**src/rtl/cvt_bus_pkg.sv**
```systemverilog
package cvt_bus_pkg;
  localparam int CFG_W  = 8;
  localparam int RES_W  = 13;
  localparam int BYTE_W = 8;

  typedef struct packed {
    logic [2:0] cmd;
    logic       sync_in;
    logic       wide;
    logic       clamp_neg;
    logic [1:0] acq;
  } cfg_t;

  localparam cfg_t CFG_RESET = 8'h10;
endpackage

```
**src/rtl/cvt_strobe_sync.sv**
```systemverilog
module cvt_strobe_sync #(
  parameter int          W       = 3,
  parameter int          STAGES  = 2,
  parameter logic [W-1:0] RST_VAL = '1
) (
  input  logic         clk,
  input  logic         rst,
  input  logic [W-1:0] d_async,
  output logic [W-1:0] q_sync,
  output logic [W-1:0] q_prev
);
  logic [W-1:0] pipe [STAGES+1];

  always_ff @(posedge clk) begin
    if (rst) pipe[0] <= RST_VAL;
    else     pipe[0] <= d_async;
  end

  for (genvar i = 1; i <= STAGES; i++) begin : g_stage
    always_ff @(posedge clk) begin
      if (rst) pipe[i] <= RST_VAL;
      else     pipe[i] <= pipe[i-1];
    end
  end

  assign q_sync = pipe[STAGES-1];
  assign q_prev = pipe[STAGES];
endmodule

```
**src/rtl/cvt_cfg_reg.sv**
```systemverilog
module cvt_cfg_reg
  import cvt_bus_pkg::*;
#(
  parameter int   DW      = CFG_W,
  parameter cfg_t RST_CFG = CFG_RESET
) (
  input  logic          clk,
  input  logic          rst,
  input  logic          edge_strap,
  input  logic          cs_s,
  input  logic          cs_p,
  input  logic          wr_s,
  input  logic          wr_p,
  input  logic [DW-1:0] din_s,
  output cfg_t          cfg,
  output logic          wr_evt
);
  logic strap_q;
  logic fall_hit;
  logic rise_hit;

  always_ff @(posedge clk) begin
    if (rst) strap_q <= edge_strap;
  end

  assign fall_hit = wr_p & ~wr_s & ~cs_s;
  assign rise_hit = ~wr_p & wr_s & ~cs_p;
  assign wr_evt   = strap_q ? fall_hit : rise_hit;

  always_ff @(posedge clk) begin
    if (rst)         cfg <= RST_CFG;
    else if (wr_evt) cfg <= cfg_t'(din_s);
  end
endmodule

```
**src/rtl/cvt_rd_path.sv**
```systemverilog
module cvt_rd_path
  import cvt_bus_pkg::*;
#(
  parameter int RW = RES_W,
  parameter int BW = BYTE_W
) (
  input  logic          clk,
  input  logic          rst,
  input  logic          cs_s,
  input  logic          cs_p,
  input  logic          rd_s,
  input  logic          rd_p,
  input  logic          wide,
  input  logic          clamp_neg,
  input  logic          wr_evt,
  input  logic          res_load,
  input  logic [RW-1:0] res_in,
  output logic [RW-1:0] dout,
  output logic [RW-1:0] oe,
  output logic          done
);
  localparam int HI_W  = RW - BW;
  localparam int EXT_W = BW - HI_W;
  localparam int PAD_W = RW - BW;
  localparam logic [RW-1:0] OE_ALL  = '1;
  localparam logic [RW-1:0] OE_BYTE = {{PAD_W{1'b0}}, {BW{1'b1}}};

  logic [RW-1:0] res_q;
  logic [RW-1:0] snap_q;
  logic [RW-1:0] snap_nx;
  logic [RW-1:0] res_view;
  logic [RW-1:0] fmt;
  logic          hi_ptr;
  logic          wide_p;
  logic          rd_begin;
  logic          rd_end;
  logic          active;

  assign rd_begin = rd_p & ~rd_s & ~cs_s;
  assign rd_end   = ~rd_p & rd_s & ~cs_p;
  assign active   = ~cs_s & ~rd_s;

  always_ff @(posedge clk) begin
    if (rst)           res_q <= '0;
    else if (res_load) res_q <= res_in;
  end

  assign res_view = (clamp_neg && res_q[RW-1]) ? '0 : res_q;
  assign snap_nx  = (rd_begin && (wide || !hi_ptr)) ? res_view : snap_q;

  always_ff @(posedge clk) begin
    if (rst) snap_q <= '0;
    else     snap_q <= snap_nx;
  end

  always_ff @(posedge clk) begin
    if (rst) begin
      hi_ptr <= 1'b0;
      wide_p <= 1'b0;
    end else begin
      wide_p <= wide;
      if (wr_evt || (wide != wide_p)) hi_ptr <= 1'b0;
      else if (rd_end && !wide)       hi_ptr <= ~hi_ptr;
    end
  end

  always_comb begin
    if (wide)
      fmt = snap_nx;
    else if (!hi_ptr)
      fmt = {{PAD_W{1'b0}}, snap_nx[BW-1:0]};
    else
      fmt = {{PAD_W{1'b0}}, {EXT_W{snap_nx[RW-1]}}, snap_nx[RW-1:BW]};
  end

  always_ff @(posedge clk) begin
    if (rst) begin
      dout <= '0;
      oe   <= '0;
      done <= 1'b0;
    end else begin
      dout <= active ? fmt : '0;
      oe   <= active ? (wide ? OE_ALL : OE_BYTE) : '0;
      done <= rd_end && (wide || hi_ptr);
    end
  end
endmodule

```
**src/rtl/cvt_bus_if.sv**
```systemverilog
module cvt_bus_if
  import cvt_bus_pkg::*;
#(
  parameter int SYNC_STAGES = 2
) (
  input  logic             clk,
  input  logic             rst,
  input  logic             cs_n,
  input  logic             rd_n,
  input  logic             wr_n,
  input  logic             wr_edge_sel,
  input  logic [CFG_W-1:0] wr_data,
  input  logic [RES_W-1:0] res_in,
  input  logic             res_load,
  output logic [RES_W-1:0] rd_data,
  output logic [RES_W-1:0] rd_oe,
  output logic [CFG_W-1:0] cfg_q,
  output logic             rd_done
);
  logic [2:0]       strb_s;
  logic [2:0]       strb_p;
  logic [CFG_W-1:0] din_s;
  logic [CFG_W-1:0] din_p;
  cfg_t             cfg;
  logic             wr_evt;

  cvt_strobe_sync #(.W(3), .STAGES(SYNC_STAGES), .RST_VAL(3'b111)) u_strb_sync (
    .clk(clk), .rst(rst), .d_async({cs_n, rd_n, wr_n}),
    .q_sync(strb_s), .q_prev(strb_p)
  );

  cvt_strobe_sync #(.W(CFG_W), .STAGES(SYNC_STAGES), .RST_VAL('0)) u_data_sync (
    .clk(clk), .rst(rst), .d_async(wr_data),
    .q_sync(din_s), .q_prev(din_p)
  );

  cvt_cfg_reg u_cfg (
    .clk(clk), .rst(rst), .edge_strap(wr_edge_sel),
    .cs_s(strb_s[2]), .cs_p(strb_p[2]),
    .wr_s(strb_s[0]), .wr_p(strb_p[0]),
    .din_s(din_p), .cfg(cfg), .wr_evt(wr_evt)
  );

  cvt_rd_path u_rd (
    .clk(clk), .rst(rst),
    .cs_s(strb_s[2]), .cs_p(strb_p[2]),
    .rd_s(strb_s[1]), .rd_p(strb_p[1]),
    .wide(cfg.wide), .clamp_neg(cfg.clamp_neg), .wr_evt(wr_evt),
    .res_load(res_load), .res_in(res_in),
    .dout(rd_data), .oe(rd_oe), .done(rd_done)
  );

  assign cfg_q = cfg;
endmodule

```
**config.mk**
```make
export PLATFORM = sky130hd
export DESIGN_NAME = cvt_bus_if
export DESIGN_NICKNAME = d
export VERILOG_FILES = /design/src/rtl/cvt_bus_pkg.sv /design/src/rtl/cvt_strobe_sync.sv /design/src/rtl/cvt_cfg_reg.sv /design/src/rtl/cvt_rd_path.sv /design/src/rtl/cvt_bus_if.sv
export SDC_FILE = /design/constraint.sdc
export NUM_CORES = 1
export LEC_CHECK = 0
export BUFFER_PORTS_ARGS = -buffer_cell sky130_fd_sc_hd__buf_2
export CAP_MARGIN = 20
export CORE_MARGIN = 4
export CORE_UTILIZATION = 54
export CTS_BUF_LIST = sky130_fd_sc_hd__clkbuf_4
export CTS_CLUSTER_DIAMETER = 150
export CTS_CLUSTER_SIZE = 16
export DETAILED_ROUTE_END_ITERATION = 8
export HOLD_SLACK_MARGIN = 0.03
export PLACE_DENSITY = 0.79
export SYNTH_ARGS = -nofsm -noshare
export SYNTH_HDL_FRONTEND = slang
export SYNTH_SLANG_ARGS = --single-unit
export TNS_END_PERCENT = 5
```
**constraint.sdc**
```tcl
create_clock -name clk -period 3.5 [get_ports clk]
set_input_delay 0.525 -clock clk [delete_from_list [all_inputs] [get_ports clk]]
set_output_delay 0.525 -clock clk [all_outputs]
set_load 0.05 [all_outputs]
```
==> results of run 1 <==
Yosys cell counts (all sizes together), types with 8 or more instances:
| library cell | number | share of area, % |
|---|---|---|
| a21oi | 25 | 4.2 |
| a31oi | 8 | 1.7 |
| buf | 18 | 4.6 |
| clkbuf | 15 | 1.9 |
| dfxtp | 85 | 58 |
| mux2i | 13 | 4.4 |
| nand2 | 11 | 1.4 |
| nand3 | 16 | 2.7 |
| nand4 | 12 | 2.5 |
| nor2 | 15 | 1.9 |
| nor2b | 26 | 5.5 |
| o21ai | 21 | 3.6 |
| or2 | 9 | 1.9 |
worst paths after layout:
check / endpoint / slack, ns / cells past startpoint
worst max-delay path: u_rd.dout[10] / 1.69 / 3
worst min-delay path: u_cfg.strap_q / 0.31 / 1
worst max register to register: u_rd.dout[10] / 1.69 / 3
worst min register to register: u_strb_sync.pipe[1][2] / 0.42 / 1
registers in the layout (all words and copies together), names as in the netlist:
register	cells
u_data_sync.pipe	24
u_rd.done	1
u_cfg.cfg	8
u_rd.hi_ptr	1
u_rd.wide_p	1
u_rd.snap_q	13
u_strb_sync.pipe	9
u_rd.oe	2
u_cfg.strap_q	1
u_rd.res_q	13
u_rd.dout	13
per-stage QoR:
stage / worst slack (ns) / power, mW / instances / hold WS [ns]
final: 1.69 / 1.67 / 409 / 0.306
after global routing: 1.47 / 1.73 / 409 / 0.283
after CTS: 1.68 / 1.68 / 409 / 0.284
after detailed placement: 1.49 / 1.10 / 393 / 0.399
after global placement: 1.53 / 1.10 / 393 / 0.392
after floorplan: 1.93 / 1.08 / 293 / 0.389
cell type report:
cell class / count / area, sq um / area share [%]
sequential: 86 / 1730 / 52.2
tap: 70 / 87.6 / 2.64
inverter: 2 / 7.51 / 0.227
timing repair buffer: 63 / 318 / 9.59
multi-input combinational: 172 / 1020 / 30.7
clock inverter: 6 / 76.3 / 2.30
clock buffer: 10 / 75.1 / 2.27
power groups by stage:
stage                     clock [mW]  combinational [mW]  sequential, mW
final                          0.585              0.0634            1.02
after global routing           0.642              0.0715            1.02
after CTS                      0.599              0.0643            1.02
after detailed placement           0              0.0641            1.04
after global placement             0              0.0624            1.04
after floorplan                    0              0.0446            1.04
placed cells by master (no fill, tap or decap), types with 2 or more instances in the layout:
| cell | synthesis | layout |
|---|---|---|
| dfxtp_1 | 85 | 85 |
| buf_2 | 1 | 62 |
| nor2b_1 | 26 | 26 |
| a21oi_1 | 25 | 25 |
| o21ai_0 | 21 | 21 |
| nand3_1 | 16 | 16 |
| nor2_1 | 15 | 15 |
| mux2i_1 | 13 | 13 |
| nand4_1 | 12 | 12 |
| nand2_1 | 11 | 11 |
| clkbuf_4 | 0 | 10 |
| or2_2 | 9 | 9 |
| a31oi_1 | 8 | 8 |
| clkinv_1 | 0 | 3 |
| inv_1 | 2 | 2 |
| bufinv_16 | 0 | 2 |
worst reg2reg max path: stages, from the launching register on:
cell,delay (ns)
dfxtp_1,0.41
nor2b_1,0.82
o21ai_0,0.30
a21oi_1,0.21
cell families after synthesis:
| logic type | share of synthesized area, % |
|---|---|
| and+or+nand+nor | 20.0 |
| DFF | 58.7 |
| buffers and inverters | 6.79 |
| AOI/OAI and AO/OA | 10.1 |
| muxes | 4.41 |
layer usage:
layer,vias up,part of all wire (%),wire (microns),track usage (%)
li1,1076,-,-,-
met1,979,46,2400,21.4
met2,57,46,2410,26.1
met3,12,5.5,286,3.84
met4,0,1.9,99,6.81
met5,-,0,0,0
==> impl_results.md, run 1 <==
- CP startpoint: u_rd.hi_ptr
- Sw Ratio: 20.3%
- Root buf cell: clkbuf_4
- Skew final: 0.0102 ns
- GRT Total Usage: approximately 16%
- CTS buffer count: 9
- Site Rows: 26
- Layout cell share with drive strength beyond 1: around a quarter
- Max-slew violations: 0
- Tcrit/Tclk final: 51.6%
- Setup TNS: 0 ns
- Hold Crit Class: primary input to flip-flop
- Status: finished, final reports clean
- Register area share after synthesis: about three fifths
- DRC Markers: 0
- Vias per cell: about 5.2
- Net Sw Power: 339 uW
- Core outline area: 0.00520 sq mm
- Largest net degree at the start of global routing: 48
- P&R area growth vs syn: 12.3%
- Startpoint types: flip-flop
- P_int: around 1.3 mW
- Critical path class: flip-flop to flip-flop
- PwrDens: 503 mW/mm^2
- # IOs: 63
- Sink Count: 86
- Leakage: 1.37 nW
- Hold path startpoint: wr_edge_sel
- Post-DP Area: roughly 0.0032 sq mm
- DIE AREA: 0.00671 sq mm
- Final Util: between 60% and 70%
- Per-cell routed wire length: approximately 13 microns
- Layout fillers: 456
- IO Port Bufs: 62
- Antenna violations before repair: 0
- Unrepaired setup endpoints after global routing: false
- Post-CTS Setup Inserts: 0
- Worst path slowest cell: nor2b_1
- Slew @ Worst Pin: 1.00 ns
- DRT iter0 DRCs: 119
- Crit path cell chain: nor2b_1 -> o21ai_0 -> a21oi_1
- Area of the mapped netlist: 0.00295 sq mm
- Max frequency: 553 MHz
- Final setup fails: 0
- Synthesized instance count: 293
- Worst skew pair latency: 0.39 ns
- Reg clk slew, reported paths: ~0.12 ns
- Number of synthesized flops with an enable pin: 1
- Max_slew headroom: about a third
- Routed Antenna Nets: 0
- Ys Warns: 0
- CTS Buffer Depth: 2
- Final Hold Fails: 0
- Vias: 2124
- Critical Path AT: 2.13 ns
- Count of max-cap constraint violations: 0
- Syn_nets: 321
- Combinational power share: about 3.8%
- Maximum vdd drop: 0.399 mV
- 1st-pass router iterations: 5
- Req. time, crit path: 3.82 ns
- Initial Utilization: 56.7%
- Library cells used by synthesis: 33
- CP max stage delay: 0.82 ns
- Vias in the first global route: ~1.8k
- Post-DP HPWL: 3640 microns
- Routed WL: 5200 microns
- Mapped Avg Cell Area: 10.1 sq um
- RD Place Congestion: between 0.8 and 0.9
- Diode count: 0
- Post-route cell area: about 0.0033 sq mm
- Power share of the sequential group: 61.1%
- Worst flop-to-flop path startpoint: u_rd.hi_ptr
- Cts hold-fix bufs: 0
- Async SR Flop Fraction: 0%
- Die H: 81.9 microns
- First-pass GRT wire length: 8400 microns
- Post-CTS sizing: 0
- CP max FO: 18
- Worst setup EP type: flip-flop
- WP buf/inv: 0
- Synth Flop Type: dfxtp_1
- Chip Width: slightly above 80 microns
- Final #Nets: 362
- CTS tree: built
- H-tree depth: 3
- GR Overflow Total: 0
- Flops & latches, synth: 86
- Worst path top cell family by delay: simple AND/OR/NAND/NOR gates
- Clk pwr share: 35.1%
- Crit path time final: 1.81 ns
No activity file was read; power rests on OpenSTA's default activity.
==> run 2, diff against run 1 <==
- clock period: 3.5 -> 1.86 ns (I/O delays scaled with it)
==> run 2 against run 1 <==
Effect of this change: clock-buffer cell count unchanged; clock skew down 0.0020 ns; maximum frequency up 13%; critical path depth unchanged; cell area up 1.7%; cell count up 2.2%; global-route usage up 1.1 points; clock power up 61%; core utilization up 1.1 points; sequential cell count unchanged; sequential share of layout area down 0.89 points; largest power group unchanged; highest routed layer unchanged.
==> impl_results.md, run 2 (synthesis results as in run 1) <==
- Combinational power share: 4.2% (+0.4 points)
- CP max stage delay: 0.67 ns (-0.15 ns)
- Max-slew violations: 0 (unchanged)
- Initial Utilization: 56.7% (unchanged)
- Post-CTS sizing: 0 (unchanged)
- GR Overflow Total: 0 (unchanged)
- Layout cell share with drive strength beyond 1: 26.7% (+0.77 points)
- Chip Width: 81.9 microns (unchanged)
- Crit path cell chain: or3b_2 -> o21ai_0 -> a21oi_1
- Slew @ Worst Pin: 0.666 ns (-0.338 ns)
- Net Sw Power: 630 uW (+86%)
- Leakage: 1.40 nW (+2.4%)
- Final #Nets: 373 (+3.0%)
- Max_slew headroom: 55.6% (+23 points)
- Worst path slowest cell: or3b_2
- CTS buffer count: 9 (unchanged)
- PwrDens: 886 mW/mm^2 (+76%)
- Layout fillers: 426 (-6.6%)
- Critical Path AT: 1.87 ns (-0.26 ns)
- Core outline area: 0.00520 sq mm (unchanged)
- RD Place Congestion: 0.790 (-2.6%)
- CP max FO: 21 (+3)
- Vias: 2164 (+1.9%)
- Biggest register: u_data_sync.pipe
- Final Hold Fails: 0 (unchanged)
- Site Rows: 26 (unchanged)
- Worst flop-to-flop path startpoint: u_strb_sync.pipe[1][2]
- Power share of the sequential group: 64.1% (+3.0 points)
- Tcrit/Tclk final: 85.6% (+34 points)
- Final setup fails: 0 (unchanged)
- Post-DP HPWL: 3770 microns (+3.5%)
- Sw Ratio: 21.1% (+0.74 points)
- Hold Crit Endpoint: u_data_sync.pipe[0][2]
- CTS tree: built
- Worst setup EP type: flip-flop
- Status: finished, final reports clean
- DRC Markers: 0 (unchanged)
- Reg2Reg Depth: 3 (unchanged)
- H-tree depth: 3 (unchanged)
- Antenna violations before repair: 0 (unchanged)
- Routed Antenna Nets: 0 (unchanged)
- Worst skew pair latency: 0.41 ns (+0.02 ns)
- Vias per cell: 5.18 (-0.31%)
- Hold path depth: 2 (+1)
- Hold path startpoint: wr_data[2]
- Unrepaired setup endpoints after global routing: false
- Max FFs per register: 24 (unchanged)
- Per-cell routed wire length: 13.0 microns (+2.4%)
- Critical path class: flip-flop to flip-flop
- Worst R2R End: u_rd.snap_q[10]
- Max frequency: 628 MHz (+13%)
- Crit path time final: 1.59 ns (-0.214 ns)
- DRT iter0 DRCs: 197 (+66%)
- Vias in the first global route: 1903 (+5.4%)
- Most frequent cells in the layout: dfxtp_1 (85), buf_2 (62), nor2b_1 (26)
- Setup TNS: 0 ns (unchanged)
- Dpl ws: 0.305 ns (-1.19 ns)
- 1st-pass router iterations: 4 (-1)
- Die H: 81.9 microns (unchanged)
- Setup ws final: 0.267 ns (-1.43 ns)
- First-pass GRT wire length: 8830 microns (+5.0%)
- Req. time, crit path: 2.13 ns (-1.69 ns)
- GRT Total Usage: 17.6% (+1.1 points)
- Sink Count: 86 (unchanged)
- Diode count: 0 (unchanged)
- Largest net degree at the start of global routing: 72 (+50%)
- Flop-to-flop setup slack: 0.27 ns (-1.43 ns)
- P&R area growth vs syn: 14.3%
- CTS Buffer Depth: 2 (unchanged)
- Hold Crit Class: primary input to flip-flop
- Commonest non-fill, non-tap cell in the layout: dfxtp_1
- Maximum vdd drop: 0.650 mV (+63%)
- P_int: 2.36 mW (+78%)
- Count of max-cap constraint violations: 0 (unchanged)
- IO Port Bufs: 62 (unchanged)
- Skew final: 0.00819 ns (-0.00196 ns)
- # IOs: 63 (unchanged)
- Routed WL: 5440 microns (+4.6%)
- Root buf cell: clkbuf_4
- Reg clk slew, reported paths: 0.11 ns (about the same)
- Clk pwr share: 31.6% (-3.5 points)
- DIE AREA: 0.00671 sq mm (unchanged)
- Startpoint types: flip-flop
[run 2: changes by cell type in the layout (fill, tap and decap cells not counted)]
cell / previous run / this run
buf_4: 1 / 8
bufinv_16: 2 / 1
clkinv_2: 1 / 0
dlygate4sd3_1: 0 / 4
[run 2: cell type report]
type                    count  area, sq um  area share, %
clock buffers              10         75.1           2.23
clock inverters             4         41.3           1.22
inverters                   2         7.51          0.223
multi-input cells         172         1020           30.2
flip-flops and latches     86         1730           51.4
well taps                  70         87.6           2.60
repair buffers             74          410           12.2
[run 2: critical path: cells and delay by family (launching register included)]
family / cells / cell delay, ns
compound gates: 2 / 0.41
flops: 1 / 0.39
simple gates: 1 / 0.67
[run 2: layer usage]
metal | vias up | GRT usage, % | share of wire (%)
li1 | 1095 | - | -
met1 | 988 | 22.4 | 44
met2 | 72 | 26.9 | 47
met3 | 9 | 5.59 | 7.0
met4 | 0 | 8.47 | 1.8
met5 | - | 0 | 0
[run 2: metrics by stage]
stage               total power [mW]  instance area (sq um)  util [%]  hold WS [ns]  cells
floorplan                       2.04                   2950         -         0.378    293
global placement                2.07                   3220      61.8         0.393    400
detailed placement              2.08                   3220      61.8         0.397    400
CTS                             3.02                   3370      64.8        0.0426    418
global route                    3.12                   3370      64.8        0.0459    418
finish                          2.99                   3370      64.8        0.0679    418
[run 2: how the worst max path moves through the flow]
stage                           start              end  depth (start not counted)
2_1_floorplan           u_cfg.strap_q     u_cfg.cfg[4]                          4
3_3_place_gp   u_strb_sync.pipe[1][2]  u_rd.snap_q[11]                          3
3_5_place_dp   u_strb_sync.pipe[1][2]   u_rd.snap_q[8]                          3
4_1_cts        u_strb_sync.pipe[1][2]  u_rd.snap_q[10]                          3
5_1_grt        u_strb_sync.pipe[1][2]  u_rd.snap_q[11]                          3
6_report       u_strb_sync.pipe[1][2]  u_rd.snap_q[10]                          3
[run 2: power groups by stage]
stage,registers [mW],logic (mW),clock network (mW)
2_1_floorplan,1.95,0.0840,0
3_3_place_gp,1.96,0.119,0
3_5_place_dp,1.96,0.122,0
4_1_cts,1.92,0.128,0.973
5_1_grt,1.92,0.140,1.05
6_report,1.92,0.127,0.944
[run 2: repair_timing]
action / in CTS / in global routing
buffers inserted: 0 / 0
hold buffers: 4 / 0
endpoints found under the hold margin: 4 / 0
==> run 3, diff against run 2 <==
- ABC_AREA: not set -> 1
- SLEW_MARGIN: not set -> 20
==> run 3 against run 2 <==
Effect of this change: clock-buffer cell count is 1 lower; cell count is 23% higher; via count is 9.7% higher; critical path depth is 2 lower; maximum frequency is 2.7% lower; sequential cell count stayed put; clock power is 26% higher; first-iteration DRC count is 38% lower; critical path type is now flip-flop to output port; highest routed layer unchanged.
==> impl_results.md, run 3 <==
- CP max FO: 12 (-43%)
- Synthesized instance count: 381 (+30%)
- Critical path class: flip-flop to output port
- Worst path top cell family by delay: flip-flops
- Count of max-cap constraint violations: 0 (unchanged)
- Hold Crit Class: primary input to flip-flop
- Max_slew headroom: 72.3% (+17 points)
- Initial Utilization: 56.0% (-0.72 points)
- DRC Markers: 0 (unchanged)
- Synth Flop Type: dfxtp_1
- Combinational power share: 5.9% (+1.7 points)
- Slew @ Worst Pin: 0.416 ns (-0.250 ns)
- Pwr Total: 3.31 mW (+11%)
- Status: finished, final reports clean
- Sink Count: 86 (unchanged)
- Worst path slowest cell: dfxtp_1
- Root buf cell: clkbuf_4
- Maximum vdd drop: 0.562 mV (-14%)
- Critical Path AT: 1.36 ns (-0.51 ns)
- Power share of the sequential group: 58.2% (-5.9 points)
- Library cells used by synthesis: 22 (-33%)
- Mapped Avg Cell Area: 8.09 sq um (-20%)
- Hold path startpoint: wr_data[6]
- Core outline area: 0.00551 sq mm (+5.8%)
- Final Hold Fails: 0 (unchanged)
- Worst skew pair latency: 0.42 ns (about the same)
- Biggest register: u_data_sync.pipe
- Final setup fails: 0 (unchanged)
- Crit path time final: 1.64 ns (+0.0450 ns)
- Chip Width: 83.5 microns (+2.0%)
- Diode count: 0 (unchanged)
- # IOs: 63 (unchanged)
- Register area share after synthesis: 56.2% (-2.5 points)
- Max-slew violations: 0 (unchanged)
- P&R area growth vs syn: 16.5%
- CTS tree: built
- Leakage: 1.88 nW (+34%)
- Vias in the first global route: 2271 (+19%)
- Area of the mapped netlist: 0.00308 sq mm (+4.5%)
- Max frequency: 610 MHz (-2.7%)
- Worst flop-to-flop path startpoint: u_cfg.cfg[3]
- H-tree depth: 3 (unchanged)
- First-pass GRT wire length: 9330 microns (+5.7%)
- Synth cell count leaders: dfxtp_1 (85), nor2_1 (67), inv_1 (65)
- P_int: 2.53 mW (+7.4%)
- Site Rows: 27 (+3.8%)
- Most frequent cells in the layout: dfxtp_1 (85), nor2_1 (67), inv_1 (65)
- Layout cell share with drive strength beyond 1: 24.5% (-2.2 points)
- Crit path cell chain: buf_2
- Per-cell routed wire length: 10.6 microns (-18%)
- Die H: 83.5 microns (+2.0%)
- 1st-pass router iterations: 4 (unchanged)
- RD Place Congestion: 0.865 (+9.5%)
- Routed WL: 5480 microns (+0.68%)
- GR Overflow Total: 0 (unchanged)
- Skew final: 0.0152 ns (+0.00704 ns)
- Post-CTS sizing: 0 (unchanged)
- Most common cell in the synthesized netlist: dfxtp_1
- Final #Nets: 467 (+25%)
- Max FFs per register: 24 (unchanged)
- Req. time, crit path: 1.58 ns (-0.55 ns)
- Number of synthesized flops with an enable pin: 1 (unchanged)
- Setup TNS: 0 ns (unchanged)
- GRT Total Usage: 16.3% (-1.3 points)
- Post-DP HPWL: 3790 microns (+0.41%)
- DRT iter0 DRCs: 123 (-38%)
- WP buf/inv: 1 (+1)
- Vias: 2373 (+9.7%)
- Top cell type's share of synthesized area: 55.2% (-2.5 points)
- Unrepaired setup endpoints after global routing: false
- Reg clk slew, reported paths: 0.13 ns (+0.02 ns)
- Startpoint types: flip-flop
- DIE AREA: 0.00698 sq mm (+4.0%)
- Routed Antenna Nets: 0 (unchanged)
- CP max stage delay: 0.60 ns (-0.07 ns)
- Sw Ratio: 23.5% (+2.4 points)
- Hold Crit Endpoint: u_data_sync.pipe[0][6]
- Flop-to-flop setup slack: 0.59 ns (+0.32 ns)
- Commonest non-fill, non-tap cell in the layout: dfxtp_1
- Tcrit/Tclk final: 88.1% (+2.4 points)
- Reg2Reg Depth: 7 (+4)
- Flops & latches, synth: 86 (unchanged)
- PwrDens: 922 mW/mm^2 (+4.1%)
- Antenna violations before repair: 0 (unchanged)
- IO Port Bufs: 62 (unchanged)
- Top cells by area, synth: dfxtp_1 (55%), nor2_1 (8.2%), inv_1 (7.9%), nand2_1 (5.2%), a21oi_1 (4.9%)
- Worst R2R End: u_rd.dout[5]
- CTS Buffer Depth: 2 (unchanged)
- Post-synth top area cell: dfxtp_1
- Hold path depth: 3 (+1)
- Syn_nets: 409 (+27%)
- Async SR Flop Fraction: 0% (unchanged)
- Ys Warns: 0 (unchanged)
- Clk pwr share: 36.0% (+4.4 points)
- Worst setup EP type: output port
- Vias per cell: 4.60 (-11%)
- Net Sw Power: 778 uW (+23%)
- Largest net degree at the start of global routing: 33 (-54%)
- CTS buffer count: 9 (unchanged)
run 3: cell type report:
class	instances	area, sq um
Clock buffer	9	67.6
Clock inverter	7	96.3
Fill cell	463	1920
Inverter	69	259
Multi-Input combinational cell	198	915
Sequential cell	86	1730
Tap cell	72	90.1
Timing Repair Buffer	75	430
run 3: worst max-delay path by stage:
stage / from / endpoint / depth (start not counted)
global placement: u_strb_sync.pipe[1][2] / u_rd.dout[0] / 6
finish: u_cfg.cfg[2] / cfg_q[2] / 1
floorplan: u_rd.oe[7] / rd_oe[1] / 1
detailed placement: u_strb_sync.pipe[1][2] / u_rd.dout[0] / 6
CTS: u_cfg.cfg[2] / cfg_q[2] / 1
global route: u_cfg.cfg[2] / cfg_q[2] / 1
run 3: cells by family after synthesis:
family	Yosys count	share of synthesized area, %
DFF	86	56.2
AOI/OAI and AO/OA	49	8.65
and+or+nand+nor	149	21.0
buffers and inverters	97	14.1
run 3: metrics by stage:
step / instances / worst slack (ns) / util (%) / instance area, sq um / hold slack (ns)
finish: 516 / 0.222 / 65.2 / 3590 / 0.0485
global placement: 491 / 0.625 / 60.6 / 3340 / 0.389
detailed placement: 491 / 0.610 / 60.6 / 3340 / 0.393
global route: 516 / 0.136 / 65.2 / 3590 / 0.0363
floorplan: 381 / 0.568 / - / 3080 / 0.378
CTS: 511 / 0.199 / 64.3 / 3540 / 0.0312
run 3: metal layers:
layer  GRT usage, %  part of all wire (%)
met1           16.9                    42
met2           29.4                    49
met3           4.24                   5.9
met4           9.36                   2.7
met5              0                     0
run 3: power groups by stage:
| stage | logic (mW) | clock network [mW] | registers, mW |
|---|---|---|---|
| 2_1_floorplan | 0.123 | 0 | 1.97 |
| 3_3_place_gp | 0.176 | 0 | 1.96 |
| 3_5_place_dp | 0.180 | 0 | 1.97 |
| 4_1_cts | 0.188 | 1.21 | 1.93 |
| 5_1_grt | 0.221 | 1.29 | 1.93 |
| 6_report | 0.195 | 1.19 | 1.93 |
run 3: repair_timing:
action / 4_1_cts / 5_1_grt
hold endpoints to repair: 4 / 5
buffers inserted: 0 / 0
hold buffers: 4 / 5
